==> src/rtl/mm_sdiv_pkg.sv <==
package mm_sdiv_pkg;
  localparam int ADDR_W = 5;

  // word index (byte offset / 4) of each slot; the start action keys on these
  localparam logic [2:0] IDX_DIVISOR = 3'd0;
  localparam logic [2:0] IDX_DVD     = 3'd1;
  localparam logic [2:0] IDX_HI      = 3'd4;
  localparam logic [2:0] IDX_LO      = 3'd5;
  localparam logic [2:0] IDX_REMM    = 3'd6;
  localparam logic [2:0] IDX_QUOM    = 3'd7;

  typedef struct packed {
    logic load;    // capture operands
    logic step;    // one restoring iteration
    logic finish;  // commit quotient and remainder
    logic clear;   // commit zero-divisor result
  } divStrobes_t;
endpackage

==> src/rtl/mm_sdiv_ctrl.sv <==
module mm_sdiv_ctrl
  import mm_sdiv_pkg::*;
#(
  parameter int W = 32
) (
  input  logic        clk,
  input  logic        rstN,
  input  logic        startReq,
  input  logic        divZero,
  output divStrobes_t strb,
  output logic        busy
);
  localparam int STEPS = 2 * W;
  localparam int CNT_W = $clog2(STEPS + 1);

  typedef enum logic [1:0] {S_IDLE, S_CALC, S_FIN, S_ZERO} state_t;

  state_t           state;
  logic [CNT_W-1:0] stepCnt;

  always_ff @(posedge clk) begin
    if (!rstN) begin
      state   <= S_IDLE;
      stepCnt <= '0;
    end else begin
      case (state)
        S_IDLE: if (startReq) begin
          state   <= divZero ? S_ZERO : S_CALC;
          stepCnt <= CNT_W'(STEPS);
        end
        S_CALC: begin
          stepCnt <= stepCnt - CNT_W'(1);
          if (stepCnt == CNT_W'(1)) state <= S_FIN;
        end
        default: state <= S_IDLE;
      endcase
    end
  end

  always_comb begin
    strb.load   = (state == S_IDLE) && startReq;
    strb.step   = (state == S_CALC);
    strb.finish = (state == S_FIN);
    strb.clear  = (state == S_ZERO);
    busy        = (state != S_IDLE);
  end
endmodule

==> src/rtl/mm_sdiv_dp.sv <==
module mm_sdiv_dp
  import mm_sdiv_pkg::*;
#(
  parameter int W = 32
) (
  input  logic              clk,
  input  logic              rstN,
  input  logic              wrEn,
  input  logic [ADDR_W-1:0] addr,
  input  logic [W-1:0]      wrData,
  input  logic              busy,
  input  divStrobes_t       strb,
  output logic [W-1:0]      rdData,
  output logic              startReq,
  output logic              divZero
);
  localparam int NW = 2 * W;
  localparam logic [W-1:0] SAT_MAX = {1'b0, {(W-1){1'b1}}};
  localparam logic [W-1:0] SAT_MIN = {1'b1, {(W-1){1'b0}}};

  logic [2:0] idx;
  logic       aligned, wrOk;

  logic [W-1:0] divisorR, dvdR, hiR, loR, remMR, quoMR;

  logic          mode64R, negQ, negR;
  logic [W-1:0]  dMagR;
  logic [W:0]    partR;
  logic [NW-1:0] quoAcc;

  logic [NW-1:0] nFull, nMag;
  logic [W-1:0]  dMagNext;
  logic [W:0]    shifted;
  logic [W+1:0]  diff;
  logic          take;
  logic          ovf;
  logic [W-1:0]  qSigned, qFinal, rMag, rFinal;

  assign idx      = addr[4:2];
  assign aligned  = (addr[1:0] == 2'b00);
  assign wrOk     = wrEn && !busy && aligned;
  assign startReq = wrOk && ((idx == IDX_DVD) || (idx == IDX_LO));
  assign divZero  = (divisorR == '0);

  // operand preparation at start
  always_comb begin
    nFull    = (idx == IDX_LO) ? {hiR, wrData} : {{W{wrData[W-1]}}, wrData};
    nMag     = nFull[NW-1] ? (-nFull) : nFull;
    dMagNext = divisorR[W-1] ? (-divisorR) : divisorR;
  end

  // one restoring iteration
  always_comb begin
    shifted = {partR[W-1:0], quoAcc[NW-1]};
    diff    = {1'b0, shifted} - {2'b00, dMagR};
    take    = !diff[W+1];
  end

  // sign fix-up and saturation
  always_comb begin
    if (negQ)
      ovf = (|quoAcc[NW-1:W]) || (quoAcc[W-1] && (|quoAcc[W-2:0]));
    else
      ovf = |quoAcc[NW-1:W-1];
    qSigned = negQ ? (-quoAcc[W-1:0]) : quoAcc[W-1:0];
    qFinal  = ovf ? (negQ ? SAT_MIN : SAT_MAX) : qSigned;
    rMag    = partR[W-1:0];
    rFinal  = negR ? (-rMag) : rMag;
  end

  always_ff @(posedge clk) begin
    if (!rstN) begin
      divisorR <= '0;
      dvdR     <= '0;
      hiR      <= '0;
      loR      <= '0;
      remMR    <= '0;
      quoMR    <= '0;
      mode64R  <= 1'b0;
      negQ     <= 1'b0;
      negR     <= 1'b0;
      dMagR    <= '0;
      partR    <= '0;
      quoAcc   <= '0;
    end else begin
      if (wrOk) begin
        case (idx)
          IDX_DIVISOR: divisorR <= wrData;
          IDX_DVD:     dvdR     <= wrData;
          IDX_HI:      hiR      <= wrData;
          IDX_LO:      loR      <= wrData;
          IDX_REMM:    remMR    <= wrData;
          IDX_QUOM:    quoMR    <= wrData;
          default: ;
        endcase
      end
      if (strb.load) begin
        mode64R <= (idx == IDX_LO);
        negQ    <= nFull[NW-1] ^ divisorR[W-1];
        negR    <= nFull[NW-1];
        dMagR   <= dMagNext;
        partR   <= '0;
        quoAcc  <= nMag;
      end
      if (strb.step) begin
        partR  <= take ? diff[W:0] : shifted;
        quoAcc <= {quoAcc[NW-2:0], take};
      end
      if (strb.finish) begin
        hiR   <= rFinal;
        remMR <= rFinal;
        loR   <= qFinal;
        quoMR <= qFinal;
        if (!mode64R) dvdR <= qFinal;
      end
      if (strb.clear) begin
        hiR   <= '0;
        remMR <= '0;
        loR   <= '0;
        quoMR <= '0;
      end
    end
  end

  always_comb begin
    rdData = '0;
    if (aligned) begin
      case (idx)
        IDX_DIVISOR: rdData = divisorR;
        IDX_DVD:     rdData = dvdR;
        IDX_HI:      rdData = hiR;
        IDX_LO:      rdData = loR;
        IDX_REMM:    rdData = remMR;
        IDX_QUOM:    rdData = quoMR;
        default:     rdData = '0;
      endcase
    end
  end
endmodule

==> src/rtl/mm_sdiv.sv <==
module mm_sdiv
  import mm_sdiv_pkg::*;
#(
  parameter int W = 32
) (
  input  logic         clk,
  input  logic         rstN,
  input  logic         wrEn,
  input  logic [4:0]   addr,
  input  logic [W-1:0] wrData,
  output logic [W-1:0] rdData,
  output logic         busy
);
  divStrobes_t strb;
  logic        startReq;
  logic        divZero;

  mm_sdiv_ctrl #(.W(W)) ctrlI (
    .clk      (clk),
    .rstN     (rstN),
    .startReq (startReq),
    .divZero  (divZero),
    .strb     (strb),
    .busy     (busy)
  );

  mm_sdiv_dp #(.W(W)) dpI (
    .clk      (clk),
    .rstN     (rstN),
    .wrEn     (wrEn),
    .addr     (addr),
    .wrData   (wrData),
    .busy     (busy),
    .strb     (strb),
    .rdData   (rdData),
    .startReq (startReq),
    .divZero  (divZero)
  );
endmodule

==> config.mk <==
export PLATFORM = sky130hd
export DESIGN_NAME = mm_sdiv
export DESIGN_NICKNAME = d
export VERILOG_FILES = /design/src/rtl/mm_sdiv_pkg.sv /design/src/rtl/mm_sdiv_ctrl.sv /design/src/rtl/mm_sdiv_dp.sv /design/src/rtl/mm_sdiv.sv
export SDC_FILE = /design/constraint.sdc
export NUM_CORES = 1
export LEC_CHECK = 0
export ABC_AREA = 0
export BUFFER_PORTS_ARGS = -buffer_cell sky130_fd_sc_hd__buf_2
export CAP_MARGIN = 20
export CORE_MARGIN = 4
export CORE_UTILIZATION = 35
export CTS_BUF_LIST = sky130_fd_sc_hd__clkbuf_8
export CTS_CLUSTER_DIAMETER = 200
export CTS_CLUSTER_SIZE = 40
export DETAILED_ROUTE_END_ITERATION = 6
export GPL_TIMING_DRIVEN = 1
export SLEW_MARGIN = 20
export SYNTH_ARGS = -nofsm -noshare
export SYNTH_HDL_FRONTEND = slang
export SYNTH_HIERARCHICAL = 1
export SYNTH_SLANG_ARGS = --single-unit
==> constraint.sdc <==
create_clock -name clk -period 8.35 [get_ports clk]
set_input_delay 0.835 -clock clk [delete_from_list [all_inputs] [get_ports clk]]
set_output_delay 0.835 -clock clk [all_outputs]
set_load 0.05 [all_outputs]
==> results of run 1 <==
critical path: stages, from the launching register on:
cell      delay [ns]
dfxtp_1         0.41
or2_2           0.34
nand3b_1        0.30
nor2_1          0.21
or3b_1          0.51
inv_4           0.39
buf_4           0.51
buf_4           0.59
nand2_1         0.30
or4_1           0.58
a21oi_1         0.15
layer usage:
metal	global-route usage, %	vias up	wire length (um)
met2	38.2	999	34200
met1	34.0	9577	32700
met4	4.81	2	1680
li1	-	9325	-
met3	3.38	99	7030
met5	0	-	20
worst max-delay path by stage:
stage                               from        endpoint  slack (ns)  cells after the start
after CTS                 ctrlI/state[0]  dpI/quoAcc[63]        3.94                     10
after detailed placement         addr[1]  dpI/quoAcc[63]        3.66                     11
after global placement           addr[1]  dpI/quoAcc[62]        3.78                     10
after floorplan                  addr[2]      rdData[13]        4.21                      8
after global routing      ctrlI/state[0]  dpI/quoAcc[63]        3.62                     10
final                     ctrlI/state[0]  dpI/quoAcc[63]        3.96                     10
Yosys cell counts (all sizes together) (6+ instances only):
library cell / number / area share (%)
nor3: 47 / 1.2
nand2: 317 / 6.0
nand3: 29 / 0.73
nor2b: 11 / 0.34
nand2b: 16 / 0.50
xnor2: 47 / 2.1
o21bai: 6 / 0.23
a221o: 16 / 0.80
nand4: 10 / 0.31
a21oi: 255 / 6.4
or3: 31 / 1.0
buf: 26 / 0.59
o41ai: 20 / 0.99
ha: 38 / 2.4
nor2: 290 / 5.5
xor2: 97 / 4.3
a21boi: 14 / 0.53
mux2: 17 / 0.96
o22ai: 10 / 0.31
clkbuf: 187 / 3.5
a311oi: 13 / 0.57
inv: 71 / 1.3
nand3b: 6 / 0.23
o21a: 7 / 0.26
or4: 17 / 0.68
a211oi: 110 / 4.1
a21o: 18 / 0.68
and2: 15 / 0.47
nor4: 33 / 1.3
and3: 9 / 0.28
o211a: 9 / 0.45
dfxtp: 332 / 33
nor3b: 6 / 0.23
a32oi: 9 / 0.40
a221oi: 27 / 1.2
mux2i: 46 / 2.3
a31oi: 61 / 1.9
o21ai: 159 / 4.0
or2: 12 / 0.38
a22oi: 107 / 4.0
o31ai: 33 / 1.2
state kept, by name (all words and copies together) (netlist names):
register / count
ctrlI/state: 2
ctrlI/stepCnt: 7
dpI/dMagR: 32
dpI/divisorR: 32
dpI/dvdR: 32
dpI/hiR: 32
dpI/loR: 32
dpI/mode64R: 1
dpI/negQ: 1
dpI/negR: 1
dpI/partR: 32
dpI/quoAcc: 64
dpI/quoMR: 32
dpI/remMR: 32
power by group:
| part | switching [uW] | leakage [uW] | internal [uW] |
|---|---|---|---|
| Sequential | 34.2 | 0.00268 | 1620 |
| Clock | 512 | 0.000105 | 150 |
| Combinational | 487 | 0.00462 | 244 |
layout make-up:
cell class              count  area [um^2]  area share [%]
flip-flops and latches    332         6650            31.6
inverters                  73          279            1.33
diodes                      2         5.00          0.0238
clock buffers              13          179           0.850
repair buffers            110          646            3.07
multi-input cells        2011        12300            58.5
well taps                 756          946            4.50
clock inverters             1         30.0           0.143
cell families (layout without fill, tap and decap cells):
group,after synthesis,count (layout),synth area share [%]
simple gates,861,861,19.7
fa+ha+maj,39,39,2.48
buf+inv,286,197,5.48
xor+xnor,144,144,6.32
flops,332,332,33.3
mux,63,63,3.27
other cells,0,2,0
compound gates,904,904,29.5
through the flow:
step	instance area, um^2	utilization, %
2_1_floorplan	19900	-
3_3_place_gp	20800	36.9
3_5_place_dp	20800	36.9
4_1_cts	21000	37.3
5_1_grt	21000	37.3
6_report	21000	37.3
==> implementation parameters, run 1 <==
Parameter                              Value

Min path
  Endpoint of the worst hold-timing path ... dpI/remMR[13]
  Startpoint of the tightest hold check path ... dpI/remMR[13]
  WHS Path Cells ... 2
  Worst Hold Class ... flip-flop to flip-flop

STA
  Setup TNS ... 0 ns
  Maximum clock frequency ... 0.228 GHz
  Time the worst path needs with I/O delays and setup ... 4.39 ns
  Worst Clk Skew ... 0.0703 ns
  Worst slew margin relative to its limit ... 26.9%
  Final worst-path setup slack ... 3.96 ns
  Worst hold margin ... 0.472 ns
  Final period util ... 52.5%
  Worst Tran Pin Value ... 1.10 ns
  Final setup violating endpoints ... 0
  RSZ-0062 raised after global routing ... false
  Number of pins with negative max-slew slack in the final report ... 0
  Final Hold Violating Endpoints ... 0

CTS
  Post-CTS repair timing setup buffer count ... 0
  Clock transition at the registers of the reported paths ... 0.25 ns
  # H-tree levels ... 1
  Clock Latency Late Sink ... 0.61 ns
  Library cell used as clock root buffer ... clkbuf_8
  Clock buffer count from CTS ... 12
  Number of hold-repair buffers added at the cts stage ... 0
  CTS tree ... built
  Clock Tree Buf Depth ... 3
  Cells resized by post-CTS repair ... 0
  Total number of clock tree sinks ... 332

Synth
  Register area share after synthesis ... 33.3%
  Number of enable-type register cells in the synthesized netlist ... 0
  Combined area of all synthesized cells ... 19,900 um^2
  Flip-flop cell with the highest count after synthesis ... dfxtp_1
  Mean Syn Cell Area ... 7.59 um^2
  Async SR Flop Fraction ... 0%
  Post-Synthesis Net Count ... 2,708
  Netlist cell types ... 80
  Count of synthesis-stage warnings from yosys ... 6
  Mapped Cells ... 2,629
  Seq cells post-synth ... 332

Worst setup path
  Register-to-register setup slack ... 3.96 ns
  Type of element capturing the critical path ... flip-flop
  Maximum net fanout on the critical path ... 57
  Worst reg2reg path startpoint ... ctrlI/state[0]
  Worst r2r path cells ... 10
  Crit path required time ... 8.91 ns
  Startpoint Class ... flip-flop
  Critical path class ... flip-flop to flip-flop
  Worst R2R End ... dpI/quoAcc[63]
  Crit path DAT ... 4.95 ns

Die
  Chip width ... 247 um
  Die Footprint ... 60,900 um^2
  Core outline area ... 56,400 um^2
  Rows ... 87
  Overall die height ... 247 um
  I/O pin count ... 73
  Starting Density ... 35.4%

Global route
  Pin count of the biggest net entering global routing ... 84
  Overall global routing resource usage ... 23.8%
  First-pass GRT wire length ... 114 mm
  Vias in the first global route ... 18,300
  Remaining Overflow, GRT ... 0
  Number of antenna violations at the first check in global routing ... 3

Power and ir drop
  Total power ... 3050 uW
  Pwr/cell area ... 145 nW/um^2
  Static leakage ... 0.00740 uW
  VDD IR max ... 0.0993 mV

Layout
  Fraction of final layout cells with drive strength greater than 1 ... 7.72%
  Highest-count cells in the layout ignoring fill and taps ... dfxtp_1, nand2_1, nor2_1
  Layout Cells excl Fill ... 3,298
  Fill count ... 5,968
  Most frequent standard cell in the layout excluding fill and tap cells ... dfxtp_1
  Layout Area Growth over Synthesis ... 5.46%
  Post-layout nets ... 2,619

Route
  DR vias ... 20,000
  WL final ... 75.7 mm
  DR WL/cell ... 23.0 um
  Routed Antenna Nets ... 0
  Number of remaining DRC errors ... 0
  Pre-antenna DRT Iters ... 5
  Initial DRC count ... 2,332
  Via-to-Cell Ratio ... 6.06

Placement
  Number of buffers inserted by port buffering ... 72
  DPL Wire Length ... 54.1 mm
  Pre-CTS worst setup slack ... 3.66 ns
  DP Cell Count ... 3,282
  Final RePlAce weighted congestion ... 0.987

Run
  Number of max-capacitance violations reported ... 0

Run status
  Run status ... finished, final reports clean
(Power assumes the default switching activity.)
==> run 2, diff against run 1 <==
==> constraint.sdc (replaced) <==
create_clock -name clk -period 3.9 [get_ports clk]
set_input_delay 0.39 -clock clk [delete_from_list [all_inputs] [get_ports clk]]
set_output_delay 0.39 -clock clk [all_outputs]
set_load 0.05 [all_outputs]
==> run 2 against run 1 <==
Effect of this change:
- via count grew 1.4%
- worst setup slack lost 3.6 ns
- wire length grew 1.8%
- clock skew grew 0.011 ns
- total power grew 120%
- clock power grew 120%
- register-to-register slack lost 3.6 ns
- sequential power grew 110%
- clock-buffer cell count is the same
- combinational power grew 120%
- maximum frequency grew 24%
- critical endpoint is now dpI/partR[5]
==> implementation parameters, run 2 (synthesized netlist as in run 1, its figures left out) <==
Parameter                              Value

Die
  Overall die height ... 247 um
  Chip width ... 247 um
  Starting Density ... 35.4%
  Core outline area ... 56,400 um^2
  Die Footprint ... 60,900 um^2
  Rows ... 87
  I/O pin count ... 73

CTS
  Clock Tree Buf Depth ... 3
  Clock transition at the registers of the reported paths ... 0.25 ns
  Post-CTS repair timing setup buffer count ... 0
  Library cell used as clock root buffer ... clkbuf_8
  Clock Latency Late Sink ... 0.63 ns
  CTS tree ... built
  # H-tree levels ... 1
  Cells resized by post-CTS repair ... 0
  Total number of clock tree sinks ... 332
  Number of hold-repair buffers added at the cts stage ... 0
  Clock buffer count from CTS ... 12

STA
  Number of pins with negative max-slew slack in the final report ... 0
  Final setup violating endpoints ... 0
  Time the worst path needs with I/O delays and setup ... 3.53 ns
  Worst Tran Pin Value ... 1.19 ns
  Setup TNS ... 0 ns
  Maximum clock frequency ... 0.283 GHz
  Worst slew margin relative to its limit ... 20.5%
  RSZ-0062 raised after global routing ... false
  Worst Clk Skew ... 0.0814 ns
  Final Hold Violating Endpoints ... 0
  Final period util ... 90.6%

Route
  DR vias ... 20,300
  Via-to-Cell Ratio ... 6.03
  Number of remaining DRC errors ... 0
  Initial DRC count ... 2,078
  WL final ... 77.0 mm
  DR WL/cell ... 22.9 um
  Pre-antenna DRT Iters ... 5
  Routed Antenna Nets ... 0

Worst setup path
  CP top delay family ... compound AO/OA/AOI/OAI gates
  Buf/Inv on CP ... 1
  Critical path class ... flip-flop to flip-flop
  Top cell by count, worst path ... o31ai_1
  Critical Path Slowest Stage Cell ... dfxtp_1
  Crit path DAT ... 4.04 ns
  Slowest cell delay on critical path ... 0.62 ns
  Type of element capturing the critical path ... flip-flop
  Startpoint Class ... flip-flop
  Cell breakdown of the critical path ... ha_1, nor2b_1, o31ai_1, a211oi_1, o211a_1, nor2_1, o31ai_1, a31oi_4, buf_12, mux2i_1, o21ai_0
  Maximum net fanout on the critical path ... 14
  Crit path required time ... 4.40 ns

Power and ir drop
  VDD IR max ... 0.242 mV
  Static leakage ... 0.00775 uW
  Pwr/cell area ... 306 nW/um^2

Layout
  Largest Register ... dpI/quoAcc
  Highest-count cells in the layout ignoring fill and taps ... dfxtp_1, nand2_1, nor2_1
  Number of flip-flops in the largest register ... 64
  Post-layout nets ... 2,683
  Final core occ ... 38.2%
  Layout Area Growth over Synthesis ... 8.10%
  Most frequent standard cell in the layout excluding fill and tap cells ... dfxtp_1
  Fraction of final layout cells with drive strength greater than 1 ... 9.83%

Global route
  Overall global routing resource usage ... 24.3%
  Pin count of the biggest net entering global routing ... 130
  First-pass GRT wire length ... 117 mm
  Remaining Overflow, GRT ... 0
  Vias in the first global route ... 18,900
  Number of antenna violations at the first check in global routing ... 2

Run status
  Run status ... finished, final reports clean

Run
  Number of max-capacitance violations reported ... 0

Placement
  Final RePlAce weighted congestion ... 0.957
  Number of buffers inserted by port buffering ... 72
  DPL Wire Length ... 57.0 mm

Min path
  Worst Hold Class ... primary input to flip-flop
[run 2: worst paths after layout]
check,slack (ns),endpoint,startpoint,cells after the start
min,0.04,dpI/divisorR[30],wrData[30],3
min reg2reg,0.47,dpI/remMR[7],dpI/remMR[7],2
max reg2reg,0.37,dpI/partR[5],dpI/partR[0],11
max,0.37,dpI/partR[5],dpI/partR[0],11
[run 2: final cells by class]
type	count	area, um^2
fillers	5966	34800
multi-input cells	2011	12300
inverters	73	279
flip-flops and latches	332	6650
repair buffers	174	1200
clock inverters	1	30.0
well taps	756	946
diodes	2	5.00
clock buffers	13	179
[run 2: layer usage]
metal	vias up	share of wire, %	track usage [%]
li1	9458	-	-
met1	9759	44	34.5
met2	940	45	38.3
met3	116	8.6	3.64
met4	0	2.9	7.02
met5	-	0	0
[run 2: through the flow]
stage          instances  hold slack [ns]  total power (uW)  area, um^2  setup slack (ns)
6_report            3362           0.0447              6600       21600             0.366
5_1_grt             3360           0.0265              6880       21600            0.0580
4_1_cts             3360           0.0126              6620       21600             0.355
3_5_place_dp        3346            0.445              5200       21400             0.224
3_3_place_gp        3346            0.440              5180       21400             0.171
2_1_floorplan       2629            0.432              4650       19900             0.646
[run 2: worst reg2reg max path, cell delays in order, from the launching register on]
cell	delay [ns]
dfxtp_1	0.62
ha_1	0.31
nor2b_1	0.14
o31ai_1	0.35
a211oi_1	0.18
o211a_1	0.28
nor2_1	0.34
o31ai_1	0.22
a31oi_4	0.47
buf_12	0.25
mux2i_1	0.19
o21ai_0	0.08
[run 2: power by group]
group	switching, uW	internal [uW]
sequential	69.2	3470
clock	1110	322
combinational	1050	587
==> run 3, diff against run 2 <==
--- a/config.mk
+++ b/config.mk
@@ -8,6 +8,7 @@
 export ABC_AREA = 0
 export BUFFER_PORTS_ARGS = -buffer_cell sky130_fd_sc_hd__buf_2
 export CAP_MARGIN = 20
+export CORE_ASPECT_RATIO = 0.6
 export CORE_MARGIN = 4
 export CORE_UTILIZATION = 35
 export CTS_BUF_LIST = sky130_fd_sc_hd__clkbuf_8
==> run 3 against run 2 <==
Effect of this change:
- worst hold slack better by 0.0069 ns
- final area increased by 0.29%
- via count rose by 4.1%
==> implementation parameters, run 3 (synthesized netlist as in run 1, its figures left out) <==
Parameter                              Value

CTS
  Library cell used as clock root buffer ... clkbuf_8
  Total number of clock tree sinks ... 332
  Clock buffer count from CTS ... 12
  Post-CTS repair timing setup buffer count ... 0
  Number of hold-repair buffers added at the cts stage ... 0
  Clock Tree Buf Depth ... 3
  # H-tree levels ... 1
  Clock transition at the registers of the reported paths ... 0.26 ns
  Clock Latency Late Sink ... 0.65 ns
  CTS tree ... built
  Cells resized by post-CTS repair ... 0

Layout
  Largest Register ... dpI/quoAcc
  Fraction of final layout cells with drive strength greater than 1 ... 10.0%
  Most frequent standard cell in the layout excluding fill and tap cells ... dfxtp_1
  Highest-count cells in the layout ignoring fill and taps ... dfxtp_1, nand2_1, nor2_1
  Post-layout nets ... 2,689
  Number of flip-flops in the largest register ... 64
  Layout Area Growth over Synthesis ... 8.42%

Route
  Number of remaining DRC errors ... 0
  DR vias ... 21,100
  Routed Antenna Nets ... 0
  WL final ... 82.6 mm
  Pre-antenna DRT Iters ... 6
  DR WL/cell ... 24.5 um
  Via-to-Cell Ratio ... 6.26
  Initial DRC count ... 2,657

Die
  Core outline area ... 56,100 um^2
  I/O pin count ... 73
  Overall die height ... 193 um
  Chip width ... 316 um
  Die Footprint ... 61,000 um^2
  Rows ... 67
  Starting Density ... 35.6%

Worst setup path
  Worst R2R End ... dpI/quoMR[5]
  Register-to-register setup slack ... 0.30 ns
  Source of the critical timing path ... dpI/quoAcc[32]
  Crit path DAT ... 4.14 ns
  Maximum net fanout on the critical path ... 16
  Crit path required time ... 4.44 ns
  Worst reg2reg path startpoint ... dpI/quoAcc[32]
  Startpoint Class ... flip-flop
  CP Capture Point ... dpI/quoMR[5]
  Type of element capturing the critical path ... flip-flop
  Worst r2r path cells ... 11
  Critical path class ... flip-flop to flip-flop

STA
  Worst slew margin relative to its limit ... 23.6%
  Final setup violating endpoints ... 0
  Final Hold Violating Endpoints ... 0
  Setup TNS ... 0 ns
  Maximum clock frequency ... 0.278 GHz
  Worst Clk Skew ... 0.0927 ns
  Time the worst path needs with I/O delays and setup ... 3.60 ns
  Worst hold margin ... 0.0516 ns
  Final period util ... 92.2%
  Number of pins with negative max-slew slack in the final report ... 0
  Worst Tran Pin Value ... 1.15 ns
  RSZ-0062 raised after global routing ... false

Min path
  Worst Hold Class ... primary input to flip-flop

Global route
  Remaining Overflow, GRT ... 0
  Pin count of the biggest net entering global routing ... 100
  Number of antenna violations at the first check in global routing ... 6
  Vias in the first global route ... 19,400
  First-pass GRT wire length ... 123 mm
  Overall global routing resource usage ... 26.1%

Power and ir drop
  Pwr/cell area ... 309 nW/um^2
  Static leakage ... 0.00778 uW
  VDD IR max ... 0.243 mV

Placement
  Number of buffers inserted by port buffering ... 72
  DPL Wire Length ... 60.9 mm
  Final RePlAce weighted congestion ... 0.990

Run status
  Run status ... finished, final reports clean

Run
  Number of max-capacitance violations reported ... 0
run 3: worst max-delay path: stages (launching register included):
cell	delay, ns
dfxtp_1	0.42
nor4_1	0.48
nand2_1	0.10
nor4_1	0.40
buf_4	0.23
nand2b_1	0.29
nor2_1	0.35
buf_4	0.30
a31oi_1	0.07
o22ai_1	0.41
nor2_1	0.14
a221o_1	0.29
run 3: area by class of cell:
| cell class | count | area, um^2 |
|---|---|---|
| fillers | 5765 | 34500 |
| multi-input cells | 2011 | 12300 |
| flip-flops and latches | 332 | 6650 |
| repair buffers | 180 | 1260 |
| well taps | 759 | 950 |
| inverters | 73 | 279 |
| clock buffers | 13 | 179 |
| clock inverters | 1 | 30.0 |
| diodes | 1 | 2.50 |
run 3: layer usage:
| layer | track usage, % | share of wire, % | up-vias |
|---|---|---|---|
| li1 | - | - | 9461 |
| met1 | 38.6 | 45 | 10100 |
| met2 | 36.7 | 39 | 1373 |
| met3 | 8.02 | 14 | 151 |
| met4 | 5.93 | 2.6 | 2 |
| met5 | 0 | 0.023 | - |
run 3: power by group:
part           internal, uW  leakage (uW)  switching (uW)  total [uW]
Sequential             3470       0.00268            71.7        3540
Combinational           600       0.00500            1100        1700
Clock                   322      0.000105            1130        1450
run 3: worst min path at each step:
stage               depth (start not counted)           from  slack (ns)                to
finish                                      3     wrData[24]        0.05  dpI/divisorR[24]
global placement                            2  dpI/remMR[13]        0.44     dpI/remMR[13]
global route                                3     wrData[24]        0.03  dpI/divisorR[24]
detailed placement                          2  dpI/remMR[30]        0.45     dpI/remMR[30]
floorplan                                   2   dpI/remMR[3]        0.43      dpI/remMR[3]
CTS                                         3     wrData[24]        0.03  dpI/divisorR[24]
run 3: per-stage QoR:
step	area, um^2	setup WS, ns	power [uW]	utilization (%)	cells
after floorplan	19900	0.646	4650	-	2629
after global placement	21400	0.0901	5220	38.2	3354
after detailed placement	21400	0.238	5240	38.2	3355
after CTS	21600	0.404	6640	38.6	3369
after global routing	21600	0.139	6930	38.6	3369
final	21600	0.304	6680	38.6	3370
